==> src/rtl/wdog_steer.sv <==
`timescale 1ns/1ps
module wdog_steer #(
  parameter int MULT_W = 5,
  parameter int RES_W  = 2
) (
  input  logic       clk,
  input  logic       rst_n,
  input  logic       tick,
  input  logic       sel,
  input  logic       wr_en,
  input  logic       rd_en,
  input  logic [7:0] wdata,
  output logic [7:0] rdata,
  output logic       irq_pulse,
  output logic       rst_req,
  output logic       cen_clr,
  output logic       wd_flag
);
  localparam int MAX_SH = 2 * ((1 << RES_W) - 1);
  localparam int CNT_W  = MULT_W + MAX_SH;
  localparam int STEER  = RES_W + MULT_W;

  logic [7:0]       ctrl_q;
  logic [CNT_W-1:0] cnt_q;
  logic             run_q;

  logic             acc_wr, acc_any;
  logic [7:0]       arm_val;
  logic [CNT_W-1:0] load_val;

  assign acc_wr   = sel & wr_en;
  assign acc_any  = sel & (wr_en | rd_en);
  assign arm_val  = acc_wr ? wdata : ctrl_q;
  assign load_val = CNT_W'(arm_val[STEER-1:RES_W]) << {arm_val[RES_W-1:0], 1'b0};
  assign rdata    = ctrl_q;

  always_ff @(posedge clk or negedge rst_n) begin
    if (!rst_n) begin
      ctrl_q    <= '0;
      cnt_q     <= '0;
      run_q     <= 1'b0;
      wd_flag   <= 1'b0;
      irq_pulse <= 1'b0;
      rst_req   <= 1'b0;
      cen_clr   <= 1'b0;
    end else begin
      irq_pulse <= 1'b0;
      rst_req   <= 1'b0;
      cen_clr   <= 1'b0;
      if (acc_any) begin
        if (acc_wr) ctrl_q <= wdata;
        wd_flag <= 1'b0;
        cnt_q   <= load_val;
        run_q   <= (load_val != '0);
      end else if (run_q && tick) begin
        if (cnt_q == CNT_W'(1)) begin
          run_q   <= 1'b0;
          wd_flag <= 1'b1;
          if (ctrl_q[STEER]) begin
            rst_req <= 1'b1;
            cen_clr <= 1'b1;
            ctrl_q  <= '0;
          end else begin
            irq_pulse <= 1'b1;
          end
        end else begin
          cnt_q <= cnt_q - CNT_W'(1);
        end
      end
    end
  end
endmodule

==> config.mk <==
export PLATFORM = sky130hd
export DESIGN_NAME = wdog_steer
export DESIGN_NICKNAME = d
export VERILOG_FILES = /design/src/rtl/wdog_steer.sv
export SDC_FILE = /design/constraint.sdc
export NUM_CORES = 1
export LEC_CHECK = 0
export ABC_CLOCK_PERIOD_IN_PS = 2670
export BUFFER_PORTS_ARGS = -buffer_cell sky130_fd_sc_hd__buf_4
export CAP_MARGIN = 15
export CELL_PAD_IN_SITES_DETAIL_PLACEMENT = 0
export CELL_PAD_IN_SITES_GLOBAL_PLACEMENT = 1
export CORE_MARGIN = 2
export CORE_UTILIZATION = 44
export CTS_BUF_LIST = sky130_fd_sc_hd__clkbuf_2 sky130_fd_sc_hd__clkbuf_4 sky130_fd_sc_hd__clkbuf_8
export CTS_CLUSTER_DIAMETER = 100
export CTS_CLUSTER_SIZE = 14
export DETAILED_ROUTE_END_ITERATION = 16
export MAX_ROUTING_LAYER = met4
export PLACE_DENSITY_LB_ADDON = 0.1
export SLEW_MARGIN = 25
export SYNTH_ARGS = -nofsm -noshare
export SYNTH_HDL_FRONTEND = slang
export SYNTH_SLANG_ARGS = --single-unit
==> constraint.sdc <==
create_clock -name clk -period 2.67 [get_ports clk]
set_input_delay 0.6675 -clock clk [delete_from_list [all_inputs] [get_ports clk]]
set_output_delay 0.6675 -clock clk [all_outputs]
set_load 0.01 [all_outputs]
==> results of run 1 <==
synthesized netlist by cell type (3+ instances only):
cell type / n / area (um^2)
o21ai_0: 17 / 85.08
clkbuf_8: 3 / 41.29
nand3_1: 4 / 20.02
a21oi_1: 4 / 20.02
dfrtp_1: 23 / 575.6
a31oi_1: 5 / 31.28
and3_1: 3 / 18.77
mux2i_1: 5 / 50.05
inv_1: 3 / 11.26
a2bb2oi_1: 3 / 26.28
nand2_1: 23 / 86.33
a22o_1: 3 / 26.28
nand3b_1: 3 / 22.52
o31ai_1: 3 / 22.52
nor2b_1: 3 / 18.77
nor2_1: 14 / 52.55
area by class of cell:
cell class	count	share of cell area, %
clock buffers	3	1.262
multi-input cells	137	50.14
well taps	46	3.226
clock inverters	1	0.2805
repair buffers	29	12.20
inverters	3	0.6311
flip-flops and latches	23	32.26
critical path, cell delays in order, from the launching register on:
cell     delay (ns)
dfrtp_1        0.44
inv_1          0.09
ha_1           0.14
or4b_4         0.49
nor3_2         0.26
a41oi_2        0.24
a21o_1         0.23
a22o_1         0.18
metrics by stage:
step           cell area, um^2  utilization (%)  setup WS (ns)
2_1_floorplan             1560                -         0.7225
3_3_place_gp              1757            52.23         0.4465
3_5_place_dp              1757            52.23         0.4248
4_1_cts                   1784            53.05         0.5063
5_1_grt                   1784            53.05         0.3708
6_report                  1784            53.05         0.5067
how the worst max path moves through the flow:
stage | start | slack (ns) | cells after the start | endpoint
2_1_floorplan | cnt_q[1] | 0.72 | 7 | rdata[4]
3_3_place_gp | sel | 0.45 | 5 | cnt_q[6]
3_5_place_dp | sel | 0.42 | 6 | cnt_q[3]
4_1_cts | cnt_q[1] | 0.51 | 7 | rdata[6]
5_1_grt | cnt_q[1] | 0.37 | 7 | rdata[6]
6_report | cnt_q[1] | 0.51 | 7 | rdata[6]
routing by layer:
metal  GRT usage [%]  up-vias  share of wire [%]
li1                -      702                  -
met1           31.02      708                 48
met2           33.55       50                 45
met3           1.964        7                5.3
met4           5.707        0                1.4
met5               -        -                  0
power by group through the flow:
stage / logic, mW / registers, mW / clock network, mW
after floorplan: 0.280 / 0.497 / 0
after global placement: 0.410 / 0.508 / 0
after detailed placement: 0.411 / 0.511 / 0
after CTS: 0.412 / 0.504 / 0.172
after global routing: 0.459 / 0.518 / 0.188
final: 0.413 / 0.505 / 0.171
kinds of logic after synthesis:
| logic type | share of synthesized area (%) |
|---|---|
| AND/OR/NAND/NOR | 23.02 |
| adder cells (fa/ha/maj) | 1.604 |
| flip-flops | 36.89 |
| AO/OA/AOI/OAI | 27.67 |
| multiplexers | 3.930 |
| XOR/XNOR | 1.123 |
| buffers and inverters | 5.774 |
flip-flops by register name, indices dropped and copies added, names as in the netlist:
| register | flops |
|---|---|
| cnt_q | 11 |
| rdata | 8 |
| cen_clr | 1 |
| irq_pulse | 1 |
| run_q | 1 |
| wd_flag | 1 |
==> metrics.cfg, run 1 <==
[global_routing]
overflow = 0
grtUsageTotal_pct = 21.85
grt_pass1_vias = 1425
grt_max_degree = 24
antenna_found_initial = 0
grt_pass1_wl_um = 6851

[clock_network]
clk_latency_ns = 0.32
postCtsSetupRepairBufs = 0
htreeDepth = 1
cts.sinks = 23
cts.root.buffer_cell = clkbuf_4
clockBufferDepth = 2
cts_buffers = 3
cts.reportedPaths.clkPinSlew_ns = 0.14
cts_resized = 0
ctsHoldBuffers = 0
cts_tree = built

[sta]
hold_viol = 0
fin_skew_ns = 0.005226
period_needed_ns = 2.163
fin_setup_tns_ns = 0
finalSetupViolations = 0
timing.hold.ws_ns = 0.2110
worst_pin_slew_ns = 0.5711
slew_headroom_pct = 61.53
min_period_over_period_pct = 81.02
fmax_ghz = 0.4623
slew_violations = 0
rsz0062_at_grt = no

[critical_path]
r2r_slack_ns = 0.51
r2r_end = rdata[6]
cp-start-kind = register
worstRegToRegCells = 7
cp.arrival_ns = 2.39
crit_required_ns = 2.89
criticalPathCategory = register to register
cp-end-kind = register
critPathMaxFanout = 5
rr_startpoint = cnt_q[1]

[routing]
vias_per_cell = 6.062
dr.pass1.iters = 4
drtAntennaViolNets = 0
avgRoutedWirePerCell_um = 16.76
drtIter0Drc = 93
totalWireLength_um = 4056
vias = 1467
post-route-drc-count = 0

[pwr]
power_mw = 1.089
worst_ir_drop_vdd_mv = 0.3484
pwr-share-comb_pct = 37.9
swShare_pct = 39.57
power.internal_uw = 658.3
p_sw_uw = 431.0
sequentialPowerShare_pct = 46.4
power-per-cell-area_nw_per_um2 = 610.5
total_leakage_power_nw = 0.7903
clock_power_share_pct = 15.7

[floorplanning]
io_pins = 26
die_h_um = 63.55
dieArea_um2 = 4039
core_area_um2 = 3363
initial_core_util_pct = 46.39
die_w_um = 63.55
rows = 21

[cells_and_area]
layout_common_cells = buf_4, nand2_1, dfrtp_1, o21ai_0, nor2_1
fin_cells = 242
nNetsFinal = 213
seqCellArea_um2 = 575.6
n_fill_cell = 336
syn_to_final_growth_pct = 14.35
multi_input_area_um2 = 894.6
final_common_cell = buf_4
drive_above_1_share_pct = 22.96
diodes = 0

[synth]
async_reset_ff_share_pct = 100.0
syn_avg_cell_area_um2 = 9.124
synth_ff_type = dfrtp_1
yosysWarningCount = 0
ys_types = 57
synth_nets = 187
synth_edf_count = 0
ys_ff_latch = 23
seq_area_frac_synth_pct = 36.89
synthCells = 171
syn_area_um2 = 1560

[job]
maxCapViolCount = 0

[place]
portBuffers = 25
dp_hpwl_um = 3164
gp_routability_congestion = 0.9807
dp_cells = 238

[status]
outcome = finished clean

[hold_path]
hold_class = input port to asynchronous set/reset pin

(Power assumes the default switching activity.)
==> run 2: changes to the inputs <==
- ABC_AREA: not set -> 1
- ABC_CLOCK_PERIOD_IN_PS: 2670 -> 1800
- CORE_UTILIZATION: 44 -> 37
- clock period: 2.67 -> 1.8 ns (I/O delays scaled with it)
==> metrics.cfg, run 2 <==
[status]
outcome = finished clean

[critical_path]
criticalPathCategory = register to register
cp-start-kind = register
cp.arrival_ns = 1.79  ; -0.60 ns
cpMaxStageDelayCell = dfrtp_1
cp-end-kind = register
critPathMaxFanout = 7  ; +2
cpPeakStageDelay_ns = 0.38  ; -0.11 ns
crit_chain = inv_1 > ha_1 > nand3_1 > inv_1 > nand2_2 > nand2_2 > nand2_2 > buf_4 > nand3_1 > o21ai_2
crit_required_ns = 1.96  ; -0.93 ns
path_common_cell = nand2_2

[synth]
yosysWarningCount = 0  ; unchanged
synth_edf_count = 0  ; unchanged
synth_area_leaders = dfrtp_1, nand2_1, nand3_1
yosysTopAreaCell = dfrtp_1
yosysTopAreaCellShare_pct = 35.99  ; -0.89 points
synth_ff_type = dfrtp_1
syn_area_um2 = 1599  ; +2.5%
synthCells = 242  ; +42%
synth.most_common_cell = nand2_1
async_reset_ff_share_pct = 100.0  ; unchanged
synth_common_cells = nand2_1, nand3_1, inv_1
seq_area_frac_synth_pct = 35.99  ; -0.89 points
ys_types = 23  ; -60%
syn_avg_cell_area_um2 = 6.608  ; -28%
synth_nets = 258  ; +38%
ys_ff_latch = 23  ; unchanged

[global_routing]
grt_max_degree = 24  ; unchanged
antenna_found_initial = 0  ; unchanged
grt_pass1_wl_um = 6927  ; +1.1%
grt_pass1_vias = 1469  ; +3.1%
grtUsageTotal_pct = 18.02  ; -3.8 points
overflow = 0  ; unchanged

[routing]
dr.pass1.iters = 4  ; unchanged
drtAntennaViolNets = 0  ; unchanged
vias_per_cell = 4.882  ; -19%
drtIter0Drc = 70  ; -25%
post-route-drc-count = 0  ; unchanged
vias = 1572  ; +7.2%
totalWireLength_um = 4089  ; +0.81%
avgRoutedWirePerCell_um = 12.70  ; -24%

[sta]
slew_violations = 0  ; unchanged
setup_ws_ns = 0.1718  ; -0.3349 ns
timing.hold.ws_ns = 0.06249  ; -0.1485 ns
rsz0062_at_grt = no
slew_headroom_pct = 73.95  ; +12 points
finalSetupViolations = 0  ; unchanged
fmax_ghz = 0.6142  ; +33%
min_period_over_period_pct = 90.46  ; +9.4 points
hold_viol = 0  ; unchanged
period_needed_ns = 1.628  ; -0.5351 ns
worst_pin_slew_ns = 0.3898  ; -0.1813 ns
fin_skew_ns = 0.007791  ; +0.002565 ns

[cells_and_area]
diodes = 0  ; unchanged
drive_above_1_share_pct = 20.22  ; -2.7 points
layout_common_cells = nand2_1, nand3_1, buf_4, inv_1, dfrtp_1
largest_register = cnt_q
syn_to_final_growth_pct = 18.62
largest_reg_flops = 11  ; unchanged
n_fill_cell = 464  ; +38%
nNetsFinal = 289  ; +36%
final_common_cell = nand2_1

[pwr]
worst_ir_drop_vdd_mv = 0.5308  ; +52%
sequentialPowerShare_pct = 38.2  ; -8.2 points
clock_power_share_pct = 15.0  ; -0.7 points
swShare_pct = 44.71  ; +5.1 points
pwr-share-comb_pct = 46.8  ; +8.9 points
power-per-cell-area_nw_per_um2 = 1154  ; +89%
p_sw_uw = 978.7  ; +130%
total_leakage_power_nw = 1.032  ; +31%
power.internal_mw = 1.210  ; +84%

[clock_network]
cts.reportedPaths.clkPinSlew_ns = 0.09  ; -0.05 ns
postCtsSetupRepairBufs = 0  ; unchanged
clk_latency_ns = 0.27  ; -0.05 ns
htreeDepth = 1  ; unchanged
cts_resized = 0  ; unchanged
cts_tree = built
cts.sinks = 23  ; unchanged
cts_buffers = 3  ; unchanged
ctsHoldBuffers = 0  ; unchanged
cts.root.buffer_cell = clkbuf_8
clockBufferDepth = 2  ; unchanged

[floorplanning]
die_w_um = 69.74  ; +9.7%
core_area_um2 = 4086  ; +22%
rows = 23  ; +9.5%
io_pins = 26  ; unchanged
dieArea_um2 = 4864  ; +20%
initial_core_util_pct = 39.13  ; -7.3 points
die_h_um = 69.74  ; +9.7%

[job]
maxCapViolCount = 0  ; unchanged

[place]
place_worst_setup_slack_ns = 0.03463  ; -0.3901 ns
dp_hpwl_um = 3188  ; +0.77%
portBuffers = 25  ; unchanged
gp_routability_congestion = 0.8846  ; -9.8%

[hold_path]
hold_class = input port to asynchronous set/reset pin

==> run 2: layout make-up <==
cell class                      count  area (um^2)  share of cell area [%]
Clock buffer                        3        41.29                   2.177
Sequential cell                    23        575.6                   30.34
Inverter                           26        97.59                   5.145
Clock inverter                      1        5.005                  0.2639
Tap cell                           50        62.56                   3.298
Timing Repair Buffer               33        247.7                   13.06
Multi-Input combinational cell    186        867.1                   45.71
==> run 2: path summary, 6_finish.rpt <==
check / startpoint / endpoint / slack, ns / depth (start not counted)
setup reg to reg: cnt_q[1] / cnt_q[0] / 0.17 / 10
max in group asynchronous: rst_n / cnt_q[2] / 1.48 / 1
hold reg to reg: cnt_q[10] / cnt_q[10] / 0.48 / 2
min in group clk: wdata[7] / rdata[7] / 0.42 / 3
hold / removal: rst_n / rdata[7] / 0.06 / 1
setup / recovery: cnt_q[1] / cnt_q[0] / 0.17 / 10
==> run 2: metrics by stage <==
stage	area, um^2	util [%]	power [mW]	setup TNS (ns)	instances
finish	1897	46.42	2.189	0	322
global route	1897	46.42	2.401	0	322
CTS	1897	46.42	2.219	0	322
detailed placement	1851	45.28	1.873	0	318
global placement	1851	45.28	1.877	-0.01714	318
floorplan	1599	-	1.547	0	242
==> run 2: cells by family after synthesis <==
| kind of cell | count (synthesis) | share of synthesized area (%) |
|---|---|---|
| AND/OR/NAND/NOR | 165 | 44.76 |
| buffers and inverters | 33 | 9.781 |
| flip-flops | 23 | 35.99 |
| AO/OA/AOI/OAI | 18 | 7.355 |
| adder cells (fa/ha/maj) | 2 | 1.565 |
| XOR/XNOR | 1 | 0.5478 |
==> run 2: power groups by stage <==
| stage | Sequential [mW] | Combinational [mW] | Clock (mW) |
|---|---|---|---|
| CTS | 0.836 | 1.03 | 0.352 |
| detailed placement | 0.847 | 1.03 | 0 |
| floorplan | 0.831 | 0.716 | 0 |
| global placement | 0.848 | 1.03 | 0 |
| global route | 0.862 | 1.17 | 0.365 |
| finish | 0.836 | 1.02 | 0.328 |
==> run 2: worst max-delay path: cells and delay by family (launching register included) <==
family | cells | cell delay (ns)
DFF | 1 | 0.38
and+or+nand+nor | 5 | 0.44
adders and majority gates | 1 | 0.23
buffers and inverters | 3 | 0.40
AOI/OAI and AO/OA | 1 | 0.05
==> run 2: per-layer routing <==
layer / track usage [%] / wire (um)
met5: - / 0
met3: 3.488 / 128
met2: 28.85 / 1841
met4: 2.564 / 21
met1: 24.39 / 2098
==> run 3: changes to the inputs <==
- ABC_AREA: 1 -> not set
- CORE_UTILIZATION: 37 -> 40
==> metrics.cfg, run 3 (same netlist as run 1, synthesis figures left out) <==
[pwr]
power.internal_mw = 1.241  ; +2.6%
sequentialPowerShare_pct = 35.9  ; -2.3 points
power_mw = 2.037  ; -6.9%
swShare_pct = 39.08  ; -5.6 points
worst_ir_drop_vdd_mv = 0.5756  ; +8.4%
p_sw_uw = 796.2  ; -19%
clock_power_share_pct = 17.2  ; +2.2 points
power-per-cell-area_nw_per_um2 = 942.2  ; -18%
total_leakage_power_nw = 0.9924  ; -3.8%
pwr-share-comb_pct = 46.9  ; about the same

[global_routing]
antenna_found_initial = 0  ; unchanged
grt_max_degree = 24  ; unchanged
overflow = 0  ; unchanged
grt_pass1_vias = 1594  ; +8.5%
grt_pass1_wl_um = 7859  ; +13%
grtUsageTotal_pct = 24.50  ; +6.5 points

[critical_path]
worstRegToRegCells = 7  ; -3
cp_top_family = simple AND/OR/NAND/NOR gates
criticalPathCategory = register to register
cp-start-kind = register
r2r_slack_ns = -0.17  ; -0.34 ns
cp-end-kind = register
rr_startpoint = cnt_q[1]
crit_required_ns = 1.98  ; +0.02 ns
critPathMaxFanout = 3  ; -4
cp.arrival_ns = 2.14  ; +0.35 ns
cpMaxStageDelayCell = or4b_4
crit_chain = inv_2 > ha_4 > or4b_4 > nor3_4 > a41oi_2 > a21o_1 > a22o_1
cpPeakStageDelay_ns = 0.50  ; +0.12 ns
r2r_end = rdata[6]
crit_buf_inv = 1  ; -2

[floorplanning]
die_w_um = 66.46  ; -4.7%
die_h_um = 66.46  ; -4.7%
rows = 22  ; -4.3%
core_area_um2 = 3716  ; -9.1%
initial_core_util_pct = 41.99  ; +2.9 points
io_pins = 26  ; unchanged
dieArea_um2 = 4416  ; -9.2%

[place]
dp_hpwl_um = 3572  ; +12%
portBuffers = 25  ; unchanged
gp_routability_congestion = 0.9848  ; +11%

[cells_and_area]
layout_common_cells = buf_4, dfrtp_1, nand2_1, nor2_1, o21ai_0
diodes = 0  ; unchanged
syn_to_final_growth_pct = 38.57
final_common_cell = buf_4
nNetsFinal = 247  ; -15%
utilization_pct = 58.18  ; +12 points
largest_reg_flops = 11  ; unchanged
drive_above_1_share_pct = 41.30  ; +21 points
largest_register = cnt_q

[routing]
vias = 1625  ; +3.4%
post-route-drc-count = 0  ; unchanged
drtIter0Drc = 125  ; +79%
drtAntennaViolNets = 0  ; unchanged
totalWireLength_um = 4891  ; +20%
dr.pass1.iters = 4  ; unchanged
avgRoutedWirePerCell_um = 17.59  ; +39%
vias_per_cell = 5.845  ; +20%

[sta]
min_period_over_period_pct = 109.3  ; +19 points
finalSetupViolations = 21  ; +21
slew_headroom_pct = 63.37  ; -11 points
fmax_ghz = 0.5085  ; -17%
period_needed_ns = 1.967  ; +0.3385 ns
fin_skew_ns = 0.005894  ; -0.001897 ns
setup_ws_ns = -0.1667  ; -0.3385 ns
slew_violations = 0  ; unchanged
hold_viol = 0  ; unchanged
rsz0062_at_grt = yes
worst_pin_slew_ns = 0.5444  ; +0.1546 ns

[clock_network]
cts_tree = built
cts.sinks = 23  ; unchanged
clk_latency_ns = 0.28  ; about the same
htreeDepth = 1  ; unchanged
clockBufferDepth = 2  ; unchanged
cts.reportedPaths.clkPinSlew_ns = 0.09  ; about the same
cts.root.buffer_cell = clkbuf_8
ctsHoldBuffers = 0  ; unchanged
cts_buffers = 3  ; unchanged

[status]
outcome = finished, violations left
failed_checks = setup timing

[hold_path]
hold_class = input port to asynchronous set/reset pin

[job]
maxCapViolCount = 0  ; unchanged

[run 3: metrics by stage]
| stage | std cells | setup WS [ns] | area [um^2] | TNS, ns | hold slack (ns) |
|---|---|---|---|---|---|
| 2_1_floorplan | 171 | -0.1289 | 1569 | -0.8345 | 0.1544 |
| 3_3_place_gp | 270 | -0.1946 | 1993 | -2.033 | 0.3673 |
| 3_5_place_dp | 270 | -0.2465 | 1993 | -2.547 | 0.3690 |
| 4_1_cts | 277 | -0.1694 | 2095 | -1.599 | 0.06531 |
| 5_1_grt | 278 | -0.2182 | 2162 | -2.991 | 0.07029 |
| 6_report | 278 | -0.1667 | 2162 | -1.918 | 0.05100 |
[run 3: power by group through the flow]
stage                     Clock, mW  Sequential (mW)  Combinational (mW)
after detailed placement          0            0.725               0.844
after global placement            0            0.721               0.842
after CTS                     0.354            0.716               0.899
after global routing          0.375            0.743                1.04
final                         0.350            0.731               0.956
after floorplan                   0            0.737               0.430
[run 3: final cells by class]
cell class                 count  area (um^2)
clock buffer                   3        41.29
clock inverter                 1        5.005
fill                         316         1554
inverter                       3        11.26
multi-input combinational    137        992.2
sequential                    23        575.6
tap                           48        60.06
timing repair buffer          63        476.7
[run 3: per-layer routing]
layer | routed length, um | up-vias | GRT usage (%)
li1 | - | 762 | -
met1 | 2055 | 783 | 30.94
met2 | 2437 | 68 | 39.38
met3 | 276 | 12 | 3.041
met4 | 122 | 0 | 10.97
met5 | 0 | - | -
[run 3: how the worst max path moves through the flow]
stage,from,end,slack (ns),cells past startpoint
final,cnt_q[1],rdata[6],-0.17,7
after global routing,cnt_q[1],cnt_q[4],-0.22,9
after CTS,cnt_q[1],rdata[4],-0.17,7
after detailed placement,cnt_q[1],cnt_q[2],-0.25,7
after global placement,cnt_q[1],cnt_q[2],-0.19,7
after floorplan,cnt_q[1],cnt_q[2],-0.13,8
[run 3: repair_timing]
item                                    in CTS  in global routing
endpoints found under the hold margin        0                  0
gates resized for setup                     10                 17
pin swaps                                   10                 11
buffers inserted                             3                  1
endpoints found under the setup margin      21                 22
